**config.mk**
```make
export PLATFORM = sky130hd
export DESIGN_NAME = paged_pc
export DESIGN_NICKNAME = d
export VERILOG_FILES = /design/src/rtl/pc_pkg.sv /design/src/rtl/pc_next_sel.sv /design/src/rtl/pc_ret_stack.sv /design/src/rtl/paged_pc.sv
export SDC_FILE = /design/constraint.sdc
export NUM_CORES = 1
export LEC_CHECK = 0
export ABC_AREA = 1
export BUFFER_PORTS_ARGS = -buffer_cell sky130_fd_sc_hd__buf_2
export CAP_MARGIN = 0
export CORE_MARGIN = 8
export CORE_UTILIZATION = 45
export DETAILED_ROUTE_END_ITERATION = 7
export PLACE_DENSITY = 0.72
export RECOVER_POWER = 100
export SLEW_MARGIN = 20
export SYNTH_ARGS = -nofsm -noshare
export SYNTH_HDL_FRONTEND = slang
export SYNTH_SLANG_ARGS = --single-unit
```
**constraint.sdc**
```tcl
create_clock -name clk -period 2.15 [get_ports clk]
set_input_delay 0.1075 -clock clk [delete_from_list [all_inputs] [get_ports clk]]
set_output_delay 0.1075 -clock clk [all_outputs]
set_load 0.02 [all_outputs]
```
**src/rtl/pc_pkg.sv**
```systemverilog
package pc_pkg;

    localparam int unsigned PC_W    = 10;
    localparam int unsigned LOW_W   = 8;
    localparam int unsigned STK_D   = 2;

    typedef enum logic [2:0] {
        OP_HOLD,
        OP_STEP,
        OP_WRITE,
        OP_JUMP,
        OP_CALL,
        OP_RET
    } pc_op_e;

    typedef struct packed {
        logic adv;
        logic wr;
        logic jmp;
        logic call;
        logic ret;
    } pc_cmd_t;

    // Fixed priority: return, call, jump, write, step.
    function automatic pc_op_e decode_op(pc_cmd_t c);
        if (c.ret)       return OP_RET;
        else if (c.call) return OP_CALL;
        else if (c.jmp)  return OP_JUMP;
        else if (c.wr)   return OP_WRITE;
        else if (c.adv)  return OP_STEP;
        else             return OP_HOLD;
    endfunction

endpackage

```
**src/rtl/pc_next_sel.sv**
```systemverilog
module pc_next_sel
    import pc_pkg::*;
#(
    parameter int unsigned AW = PC_W,
    parameter int unsigned LW = LOW_W
) (
    input  pc_op_e           op,
    input  logic [AW-1:0]    cur,
    input  logic [LW-1:0]    wr_byte,
    input  logic [AW-1:0]    tgt,
    input  logic             page,
    input  logic [AW-1:0]    stk_top,
    output logic [AW-1:0]    nxt,
    output logic [AW-1:0]    seq
);
    localparam int unsigned HW = AW - LW - 1;

    logic [HW-1:0] hi_zero;
    assign hi_zero = '0;
    assign seq     = cur + AW'(1);

    always_comb begin
        unique case (op)
            OP_STEP:  nxt = seq;
            OP_WRITE: nxt = {hi_zero, page, wr_byte};
            OP_JUMP:  nxt = {tgt[AW-1:LW+1], page, tgt[LW-1:0]};
            OP_CALL:  nxt = {hi_zero, page, tgt[LW-1:0]};
            OP_RET:   nxt = stk_top;
            default:  nxt = cur;
        endcase
    end
endmodule

```
**src/rtl/pc_ret_stack.sv**
```systemverilog
module pc_ret_stack #(
    parameter int unsigned W = 10,
    parameter int unsigned D = 2
) (
    input  logic         clk,
    input  logic         rst,
    input  logic         push,
    input  logic         pop,
    input  logic [W-1:0] push_val,
    output logic [W-1:0] top
);
    logic [W-1:0] ent  [D];
    logic [W-1:0] down [D];
    logic [W-1:0] up   [D];

    for (genvar i = 0; i < D; i++) begin : g_lane
        if (i == 0) begin : g_first
            assign down[i] = push_val;
        end else begin : g_rest
            assign down[i] = ent[i-1];
        end
        if (i == D - 1) begin : g_last
            assign up[i] = ent[i];
        end else begin : g_inner
            assign up[i] = ent[i+1];
        end
    end

    always_ff @(posedge clk) begin
        if (rst) begin
            for (int i = 0; i < D; i++) ent[i] <= '0;
        end else if (push) begin
            for (int i = 0; i < D; i++) ent[i] <= down[i];
        end else if (pop) begin
            for (int i = 0; i < D; i++) ent[i] <= up[i];
        end
    end

    assign top = ent[0];
endmodule

```
**src/rtl/paged_pc.sv**
```systemverilog
module paged_pc
    import pc_pkg::*;
#(
    parameter int unsigned AW = PC_W,
    parameter int unsigned LW = LOW_W,
    parameter int unsigned SD = STK_D
) (
    input  logic          clk,
    input  logic          rst,
    input  logic          adv,
    input  logic          wr_en,
    input  logic [LW-1:0] wr_data,
    input  logic          jmp_en,
    input  logic          call_en,
    input  logic          ret_en,
    input  logic [AW-1:0] tgt,
    input  logic          page,
    output logic [AW-1:0] pc
);
    pc_cmd_t       cmd;
    pc_op_e        op;
    logic [AW-1:0] pc_q;
    logic [AW-1:0] pc_d;
    logic [AW-1:0] pc_seq;
    logic [AW-1:0] stk_top;

    assign cmd = '{adv: adv, wr: wr_en, jmp: jmp_en, call: call_en, ret: ret_en};
    assign op  = decode_op(cmd);

    pc_next_sel #(.AW(AW), .LW(LW)) u_sel (
        .op      (op),
        .cur     (pc_q),
        .wr_byte (wr_data),
        .tgt     (tgt),
        .page    (page),
        .stk_top (stk_top),
        .nxt     (pc_d),
        .seq     (pc_seq)
    );

    pc_ret_stack #(.W(AW), .D(SD)) u_stk (
        .clk      (clk),
        .rst      (rst),
        .push     (op == OP_CALL),
        .pop      (op == OP_RET),
        .push_val (pc_seq),
        .top      (stk_top)
    );

    always_ff @(posedge clk) begin
        if (rst) pc_q <= '0;
        else     pc_q <= pc_d;
    end

    assign pc = pc_q;
endmodule

```
# Word level (Yosys, flattened, before mapping)
# Memories as Yosys holds them, arrays and structs flattened.
# Cells that the tools add are included.
# Widths: inputs -> output; s select.
[word_totals]
reg_bits = 10
latchBits = 0
ram_bits = 20
rom_bits = 0
input_bits = 26
output_inout_bits = 10
wordCells = 32
mem_count = 1
[op_classes]
add_sub_neg = 1
multipliers = 0
div_mod_pow = 0
magnitude_cmp = 0
eq_ne = 5
shift = 0
mux = 19
n_bitwise = 4
n_reduce_logical = 1
[mem_list]
columns = ["memory", "depth", "word_bits", "read_ports", "rd_clocked_by_memory_dff", "write_ports", "line_no", "rtl"]
rows = [
  ["u_stk.ent", 2, 10, 2, 0, 2, "pc_ret_stack.sv:12", "logic [W-1:0] ent [D];"],
]
[op_table]
columns = ["cell", "count"]
rows = [
  ["$pmux 10 s5", 1],
  ["$mux 10", 4],
  ["$add 10x1->10 const B", 1],
  ["$mux 1", 10],
  ["$eq 3x2->1 const B", 2],
  ["$eq 3x3->1 const B", 2],
  ["$mux 3", 2],
  ["$reduce_bool 5->1", 1],
  ["$mux 2", 2],
  ["$or 1x1->1", 4],
  ["$eq 3x1->1 const B", 1],
]

# Depth between registers and ports, before layout
# Gate-level depths: netlist (run 1).
[depth]
word_depth = 11
mapped_depth = 10
mapped_depth_nobuf = 8

# By module
# Synthesis (run 1) repeated with hierarchy kept, for this count alone.
[hier_totals]
hier_cells = 281
area_unflattened_um2 = 1926.8
[modules_own_cells]
columns = ["mod", "n_inst", "cells_each", "area_per_inst_um2", "seq_area_each_um2"]
rows = [
  ["pc_ret_stack", 1, 90, 933.4, 600.6],
  ["pc_next_sel", 1, 150, 666.9, 0.0],
  ["paged_pc", 1, 41, 326.6, 200.2],
]

# Worst setup path after synthesis (run 1)
# No wires, ideal clock.
[synth_path]
path_type = "register to register"
startpoint = "register pc_q[1] (netlist: pc[1])"
endpoint = "memory u_stk.ent[0][4], data pin"
setup_time_ns = 0.256
t_arrival_ns = 1.186
t_required_ns = 1.894
path_slack_ns = 0.708
stages_incl_launch_ff = 5
n_path_buf = 0
period_less_slack_ns = 1.442
path_cell_list = "dfxtp_1 > ha_1 > nand3_1 > xnor2_1 > a22o_1"
[synth_lines]
columns = ["element", "line_no", "rtl"]
rows = [
  ["start, declared", "paged_pc.sv:22", "logic [AW-1:0] pc_q;"],
  ["start signal, assigned", "paged_pc.sv:52", "else pc_q <= pc_d;"],
  ["end, declared", "pc_ret_stack.sv:12", ""],
]

==> results.sh, run 1 <==
export IMPL_status="complete, no violations"
export IMPL_fmax_mhz=602
export IMPL_grt_pass1_vias=1652
export IMPL_hold_class="primary input to flip-flop"
export IMPL_fin_crit_sh_pct=77.2
export IMPL_min_delay_start="rst"
export IMPL_cpPeakStageDelay_ns=0.37
export IMPL_cts_resized=0
export IMPL_crit_type="flip-flop to flip-flop"
export IMPL_cp_top_family="buffers and inverters"
export IMPL_via_per_inst=5.14
export IMPL_grt_total_usage_pct=15.9
export IMPL_die_h_um=78.3
export IMPL_synth_edf_count=20
export IMPL_drt_wl_total_mm=4.59
export IMPL_multi_input_area_um2=767
export IMPL_relSlewSlack_pct=67.5
export IMPL_powerDensity_nw_per_um2=674
export IMPL_p_sw_uw=366
export IMPL_synth_seq_cells=30
export IMPL_grt_max_degree=17
export IMPL_crit_start="pc[0]$_SDFFE_PP0P_"
export IMPL_ys_seq_area_share_pct=45.8
export IMPL_cts_tree="yes"
export IMPL_period_minus_slack_ns=1.66
export IMPL_critPathCaptureType="flip-flop"
export IMPL_drtPass1Iterations=4
export IMPL_synth_top_area_cell="edfxtp_1"
export IMPL_cts_buffer_depth=2
export IMPL_pin_count=36
export IMPL_seqPwrFrac_pct=50.6
export IMPL_rsz0062_at_grt="no"
export IMPL_synth_area_leaders="edfxtp_1, nand2_1, dfxtp_1, nand3_1, nor2_1"
export IMPL_synth_most_common_cell="nand2_1"
export IMPL_path_cells="clkbuf_1 > clkinv_1 > nor2_1 > nand3_1 > nand2_1 > o21ai_0"
export IMPL_dieWidth_um=78.3
export IMPL_ys_flop_type="edfxtp_1"
export IMPL_antenna_found_initial=0
export IMPL_syn2layout_area_growth_pct=14.3
export IMPL_finalHoldViolations=0
export IMPL_regArea_um2=801
export IMPL_cts_setup_buffers=0
export IMPL_worst_pin_slew_ns=0.487
export IMPL_synthArstFlopShare_pct=0
export IMPL_power_internal_uw=980
export IMPL_gp_congestion=0.862
export IMPL_antenna_left=0
export IMPL_r2r_start="pc[0]$_SDFFE_PP0P_"
export IMPL_coreArea_um2=3690
export IMPL_synthCells=228
export IMPL_synth_cell_types=28
export IMPL_critPathRequiredTime_ns=2.16
export IMPL_cap_viol_max_count=0
export IMPL_path_clk_slew_ns=0.06
export IMPL_clk_latency_ns=0.28
export IMPL_die_area_um2=6130
export IMPL_yosys_warnings=0
export IMPL_nNetsFinal=291
export IMPL_p_leak_uw=0.000863
export IMPL_finClkSkew_ns=0.00356
export IMPL_drt_initial_drc_count=89
export IMPL_finalSetupViolations=0
export IMPL_cts_buffers=5
export IMPL_drv_slew=0
export IMPL_crit_buf_inv=2
export IMPL_netlist_area_um2=1750
export IMPL_dp_hpwl_mm=3.38
export IMPL_cp_slowest_cell="clkbuf_1"
export IMPL_synth_top_area_share_pct=34.4
export IMPL_crit_fanout=9
export IMPL_fill_cells=389
export IMPL_drc=0
export IMPL_syn_area_per_cell_um2=7.66
export IMPL_grt_pass1_wl_mm=7.69
export IMPL_tns_ns=0
export IMPL_synth_nets=255
export IMPL_synthTopCellsByCount="nand2_1, nor2_1, inv_1"
export IMPL_rows=22
export IMPL_vdd_drop_max_mv=0.443
export IMPL_layout_drive_gt1_share_pct=14.7
export IMPL_initial_utilization_pct=47.4
export IMPL_holdBufCountCts=0
export IMPL_combPwrFrac_pct=14.6
export IMPL_num_antenna_cells=0
export IMPL_vias=1609
export IMPL_root_buffer="clkbuf_8"
export IMPL_holdWs_ns=0.162
export IMPL_cp_arrival_ns=1.67
export IMPL_overflow=0
export IMPL_p_sw_share_pct=27.2
export IMPL_drt_wirelength_per_cell_um=14.7
export IMPL_p_clk_share_pct=34.7
export IMPL_clkSinkCount=30
export IMPL_h_tree_depth=2
export IMPL_portBuffers=34
export IMPL_power_uw=1350
export IMPL_worstSetupStartpointType="flip-flop"
logic make-up (layout without fill, tap and decap cells):
kind of cell	count (synthesis)	after routing	synth area share, %
XOR/XNOR	3	3	1.50
AO/OA/AOI/OAI	30	30	9.67
flip-flops	30	30	45.8
buffers and inverters	37	74	9.81
AND/OR/NAND/NOR	127	127	32.5
adder cells (fa/ha/maj)	1	1	0.716
per-layer routing:
layer / vias up / track usage, % / share of wire, %
met5: - / 0 / 0
met4: 0 / 10.4 / 3.6
met3: 15 / 5.01 / 7.2
met2: 55 / 24.5 / 46
met1: 726 / 18.6 / 43
li1: 813 / - / -
cell type report:
class | count | area share [%]
well taps | 48 | 3.01
repair buffers | 35 | 8.03
clock buffers | 8 | 4.51
multi-input cells | 161 | 38.4
flip-flops and latches | 30 | 40.1
inverters | 31 | 5.89
metrics by stage:
step / cell area [um^2] / instances / worst slack (ns) / util (%)
4_1_cts: 2020 / 313 / 0.699 / 54.8
2_1_floorplan: 1750 / 228 / 0.708 / -
6_report: 2000 / 313 / 0.490 / 54.1
3_3_place_gp: 1930 / 305 / 0.681 / 52.3
3_5_place_dp: 1930 / 305 / 0.687 / 52.3
5_1_grt: 2000 / 313 / 0.300 / 54.1
worst paths after layout:
| check | to | cells after the start | slack, ns |
|---|---|---|---|
| max | u_stk.ent[0][7]$_DFFE_PP_ | 6 | 0.49 |
| min | pc[7]$_SDFFE_PP0P_ | 2 | 0.16 |
| min reg2reg | u_stk.ent[0][2]$_DFFE_PP_ | 2 | 0.53 |
| max reg2reg | u_stk.ent[0][7]$_DFFE_PP_ | 6 | 0.49 |
power by group through the flow:
stage	sequential, uW	clock, uW	combinational [uW]
after global placement	691	0	201
final	682	467	197
after CTS	681	477	205
after floorplan	703	0	116
after detailed placement	693	0	203
after global routing	687	497	221
cell usage in the layout (no fill, tap or decap), types with 4 or more instances in the layout:
| cell | synthesis | routed |
|---|---|---|
| nand2_1 | 55 | 55 |
| nor2_1 | 32 | 35 |
| inv_1 | 26 | 27 |
| nand3_1 | 25 | 25 |
| buf_2 | 1 | 23 |
| edfxtp_1 | 20 | 20 |
| clkbuf_1 | 1 | 14 |
| a21oi_1 | 10 | 10 |
| dfxtp_1 | 10 | 10 |
| o21ai_0 | 5 | 7 |
| o21ai_1 | 8 | 6 |
| clkbuf_8 | 0 | 6 |
| nand4_1 | 4 | 4 |
state kept, by name (all words and copies together) (netlist names):
register   cells
u_stk.ent     20
pc            10
Note: power is estimated with default switching activity, not from simulation.
==> run 2: changes to the inputs <==
clock period = 1.7 ns   (was 2.15 ns; I/O delays follow)
==> run 2 against run 1 <==
Against the previous run: clock-buffer cell count did not move; critical endpoint is now u_stk.ent[0][5]$_DFFE_PP_; register-to-register slack worse by 0.27 ns; critical path type unchanged; first-iteration DRC count increased by 15%; clock skew down 0.0015 ns; wire length down 0.61%; hold slack worse by 0.090 ns; largest cell class unchanged; combinational power grew 28%; via count fell by 1.9%.
==> results.sh, run 2 (synthesis results as in run 1) <==
export IMPL_vias=1578
export IMPL_antenna_left=0
export IMPL_cap_viol_max_count=0
export IMPL_regArea_um2=801
export IMPL_r2r_start="pc[3]$_SDFFE_PP0P_"
export IMPL_die_area_um2=6130
export IMPL_drv_slew=0
export IMPL_drt_wirelength_per_cell_um=14.4
export IMPL_cts_tree="yes"
export IMPL_final_cell_mix="nand2_1, nor2_1, inv_1, nand3_1, buf_2"
export IMPL_fmax_mhz=676
export IMPL_hold_class="primary input to flip-flop"
export IMPL_powerDensity_nw_per_um2=852
export IMPL_vdd_drop_max_mv=0.351
export IMPL_critPathRequiredTime_ns=1.74
export IMPL_overflow=0
export IMPL_fin_crit_sh_pct=87.0
export IMPL_min_delay_start="rst"
export IMPL_cts_buffer_depth=2
export IMPL_post_dp_cell_area_um2=1950
export IMPL_grt_max_degree=14
export IMPL_crit_path_end="u_stk.ent[0][5]$_DFFE_PP_"
export IMPL_num_antenna_cells=0
export IMPL_critPathCaptureType="flip-flop"
export IMPL_drtPass1Iterations=5
export IMPL_syn2layout_area_growth_pct=15.0
export IMPL_power_uw=1710
export IMPL_gp_congestion=0.880
export IMPL_cts_buffers=5
export IMPL_finalInstanceArea_um2=2010
export IMPL_tns_ns=0
export IMPL_clkSinkCount=30
export IMPL_path_clk_slew_ns=0.06
export IMPL_grt_pass1_wl_mm=7.57
export IMPL_initial_utilization_pct=47.4
export IMPL_h_tree_depth=2
export IMPL_layout_setup_ws_ns=0.221
export IMPL_finalSetupViolations=0
export IMPL_dp_hpwl_mm=3.39
export IMPL_relSlewSlack_pct=66.2
export IMPL_p_leak_uw=0.000877
export IMPL_period_minus_slack_ns=1.48
export IMPL_rsz0062_at_grt="no"
export IMPL_cts_setup_buffers=0
export IMPL_finalHoldViolations=0
export IMPL_clk_latency_ns=0.28
export IMPL_portBuffers=34
export IMPL_grt_pass1_vias=1546
export IMPL_multi_input_area_um2=759
export IMPL_layout_drive_gt1_share_pct=15.3
export IMPL_holdWs_ns=0.0725
export IMPL_dieWidth_um=78.3
export IMPL_ff2ff_path_depth=6
export IMPL_coreArea_um2=3690
export IMPL_antenna_found_initial=0
export IMPL_crit_type="flip-flop to flip-flop"
export IMPL_drc=0
export IMPL_drt_wl_total_mm=4.56
export IMPL_fill_cells=383
export IMPL_holdBufCountCts=0
export IMPL_die_h_um=78.3
export IMPL_cts_resized=0
export IMPL_nNetsFinal=294
export IMPL_cp_arrival_ns=1.52
export IMPL_regMostFlops="u_stk.ent"
export IMPL_crit_start="pc[3]$_SDFFE_PP0P_"
export IMPL_via_per_inst=4.99
export IMPL_grt_total_usage_pct=15.7
export IMPL_crit_fanout=6
export IMPL_pre_cts_slack_ns=0.262
export IMPL_worstSetupStartpointType="flip-flop"
export IMPL_drt_initial_drc_count=102
export IMPL_rows=22
export IMPL_root_buffer="clkbuf_8"
export IMPL_largest_reg_flops=20
export IMPL_finClkSkew_ns=0.00202
export IMPL_status="complete, no violations"
export IMPL_r2r_end="u_stk.ent[0][5]$_DFFE_PP_"
export IMPL_final_common_cell="nand2_1"
export IMPL_pin_count=36
export IMPL_worst_pin_slew_ns=0.506
export IMPL_rrSetupSlack_ns=0.22
==> run 2: cell type report <==
class | instances | area share, %
timing repair buffer | 38 | 8.97
multi-input combinational | 161 | 37.8
clock buffer | 8 | 4.49
sequential | 30 | 39.9
inverter | 31 | 5.86
tap | 48 | 2.99
==> run 2: layer usage <==
layer / part of all wire, % / GRT usage [%]
met5: 0 / 0
met3: 7.7 / 5.58
met4: 2.4 / 6.85
met1: 44 / 19.0
met2: 46 / 24.6
==> run 2: how the worst min path moves through the flow <==
stage | endpoint | slack [ns] | cells after the start
after floorplan | pc[0]$_SDFFE_PP0P_ | 0.30 | 3
after global placement | pc[9]$_SDFFE_PP0P_ | 0.37 | 2
after detailed placement | pc[9]$_SDFFE_PP0P_ | 0.37 | 2
after CTS | pc[9]$_SDFFE_PP0P_ | 0.07 | 2
after global routing | pc[9]$_SDFFE_PP0P_ | 0.08 | 2
final | pc[9]$_SDFFE_PP0P_ | 0.07 | 2
==> run 2: worst max-delay path, cell delays in order, from the launching register on <==
cell     delay [ns]
dfxtp_1        0.46
nand2_1        0.11
nor2_1         0.24
nand2_1        0.09
nand2_1        0.09
a21oi_1        0.08
a21o_1         0.17
==> run 2: power breakdown <==
part	switching, uW	internal, uW	total, uW
registers	33.8	828	862
logic	167	84.9	252
clock network	268	330	597
==> run 2: metrics by stage <==
stage,std cells,util (%)
after floorplan,228,-
after global placement,308,53.0
after detailed placement,308,53.0
after CTS,316,55.4
after global routing,316,54.4
final,316,54.4
==> run 3: changes to the inputs <==
==> constraint.sdc (replaced) <==
create_clock -name clk -period 1.7 [get_ports clk]
set_input_delay 0.17 -clock clk [delete_from_list [all_inputs] [get_ports clk]]
set_output_delay 0.17 -clock clk [all_outputs]
set_load 0.02 [all_outputs]
==> run 3 against run 2 <==
Against the previous run: combinational power hardly changed; total power hardly changed; fmax is 1.6% lower; critical path type unchanged.
==> results.sh, run 3 (synthesis results as in run 1) <==
export IMPL_hold_depth=5
export IMPL_crit_fanout=5
export IMPL_drv_slew=0
export IMPL_coreArea_um2=3690
export IMPL_worstSetupStartpointType="flip-flop"
export IMPL_tns_ns=0
export IMPL_largest_reg_flops=20
export IMPL_final_common_cell="nand2_1"
export IMPL_pin_count=36
export IMPL_fin_cells=313
export IMPL_min_delay_start="tgt[1]"
export IMPL_antenna_left=0
export IMPL_cts_resized=0
export IMPL_cpPeakStageDelay_ns=0.41
export IMPL_cp_arrival_ns=1.55
export IMPL_clkSinkCount=30
export IMPL_period_minus_slack_ns=1.50
export IMPL_path_clk_slew_ns=0.07
export IMPL_cts_tree="yes"
export IMPL_ff2ff_path_depth=4
export IMPL_fmax_mhz=665
export IMPL_drt_wl_total_mm=4.55
export IMPL_regArea_um2=801
export IMPL_rsz0062_at_grt="no"
export IMPL_p_leak_uw=0.000870
export IMPL_dp_cells=305
export IMPL_fill_cells=380
export IMPL_r2r_end="u_stk.ent[0][4]$_DFFE_PP_"
export IMPL_grt_pass1_vias=1552
export IMPL_worstHoldEndpoint="pc[1]$_SDFFE_PP0P_"
export IMPL_portBuffers=34
export IMPL_finClkSkew_ns=0.00899
export IMPL_gp_congestion=0.856
export IMPL_path_cells="ha_1 > nand3_1 > xnor2_1 > a22o_1"
export IMPL_clk_latency_ns=0.29
export IMPL_num_antenna_cells=0
export IMPL_dp_hpwl_mm=3.39
export IMPL_drtPass1Iterations=5
export IMPL_die_area_um2=6130
export IMPL_r2r_start="pc[1]$_SDFFE_PP0P_"
export IMPL_via_per_inst=5.09
export IMPL_grt_pass1_wl_mm=7.41
export IMPL_vdd_drop_max_mv=0.487
export IMPL_critPathRequiredTime_ns=1.74
export IMPL_power_uw=1710
export IMPL_antenna_found_initial=0
export IMPL_grt_max_degree=17
export IMPL_rows=22
export IMPL_fin_crit_sh_pct=88.4
export IMPL_root_buffer="clkbuf_8"
export IMPL_finalSetupViolations=0
export IMPL_drc=0
export IMPL_cts_buffer_depth=2
export IMPL_crit_type="flip-flop to flip-flop"
export IMPL_relSlewSlack_pct=66.6
export IMPL_vias=1592
export IMPL_cts_setup_buffers=0
export IMPL_drt_initial_drc_count=133
export IMPL_overflow=0
export IMPL_dieWidth_um=78.3
export IMPL_status="complete, no violations"
export IMPL_multi_input_area_um2=769
export IMPL_regMostFlops="u_stk.ent"
export IMPL_rrSetupSlack_ns=0.20
export IMPL_worst_pin_slew_ns=0.500
export IMPL_syn2layout_area_growth_pct=14.7
export IMPL_grt_total_usage_pct=15.4
export IMPL_holdBufCountCts=0
export IMPL_powerDensity_nw_per_um2=854
export IMPL_hold_class="primary input to flip-flop"
export IMPL_cp_slowest_cell="dfxtp_1"
export IMPL_h_tree_depth=2
export IMPL_final_cell_mix="nand2_1, nor2_1, inv_1, nand3_1, buf_2"
export IMPL_die_h_um=78.3
export IMPL_finalHoldViolations=0
export IMPL_critPathCaptureType="flip-flop"
export IMPL_drt_wirelength_per_cell_um=14.5
export IMPL_layout_drive_gt1_share_pct=16.2
export IMPL_initial_utilization_pct=47.4
export IMPL_nNetsFinal=291
export IMPL_cts_buffers=5
export IMPL_cap_viol_max_count=0
run 3: cell types whose count changed in the layout (fill, tap and decap cells not counted):
cell / delta
buf_2: -2
nor2_4: +1
clkbuf_2: +1
nor2_2: +1
o21ai_1: -1
inv_1: -1
inv_2: +1
clkinv_2: +1
nor2_1: -2
clkbuf_1: -2
buf_4: -1
o21ai_0: +1
run 3: stage by stage:
step / setup WS (ns) / util [%] / hold slack, ns / area [um^2]
5_1_grt: 0.0658 / 54.3 / 0.253 / 2000
6_report: 0.197 / 54.3 / 0.218 / 2000
3_5_place_dp: 0.190 / 52.3 / 0.453 / 1930
3_3_place_gp: 0.205 / 52.3 / 0.450 / 1930
4_1_cts: 0.228 / 54.8 / 0.157 / 2020
2_1_floorplan: 0.258 / - / 0.383 / 1750
run 3: layout make-up:
cell class | count | share of cell area, %
Clock buffer | 7 | 4.31
Clock inverter | 1 | 0.250
Inverter | 31 | 5.87
Multi-Input combinational cell | 161 | 38.4
Sequential cell | 30 | 40.0
Tap cell | 48 | 3.00
Timing Repair Buffer | 35 | 8.18
run 3: report_power, final:
group / internal (uW) / total, uW / switching (uW) / leakage [uW]
Sequential: 828 / 861 / 33.4 / 0.000304
Clock: 326 / 598 / 272 / 0.0000482
Combinational: 82.9 / 251 / 169 / 0.000517
Total: 1240 / 1710 / 474 / 0.000870
run 3: worst max path at each step:
stage	start	to	slack, ns	cells after the start
after global routing	ret_en	u_stk.ent[0][5]$_DFFE_PP_	0.07	7
after detailed placement	ret_en	u_stk.ent[0][5]$_DFFE_PP_	0.19	7
after global placement	ret_en	u_stk.ent[0][5]$_DFFE_PP_	0.20	7
after CTS	pc[1]$_SDFFE_PP0P_	u_stk.ent[0][4]$_DFFE_PP_	0.23	4
after floorplan	pc[1]$_SDFFE_PP0P_	u_stk.ent[0][4]$_DFFE_PP_	0.26	4
final	pc[1]$_SDFFE_PP0P_	u_stk.ent[0][4]$_DFFE_PP_	0.20	4
run 3: critical path: cells and delay by family (launching register included):
| kind | cells | cell delay [ns] |
|---|---|---|
| flops | 1 | 0.41 |
| fa+ha+maj | 1 | 0.30 |
| compound gates | 1 | 0.20 |
| xor+xnor | 1 | 0.19 |
| simple gates | 1 | 0.16 |
run 3: per-layer routing:
metal  vias up  global-route usage (%)  wire, um
met1       723                    18.9      2040
li1        815                       -         -
met4         0                    6.67        71
met3         7                    4.90       294
met5         -                       0         0
met2        47                    24.1      2150
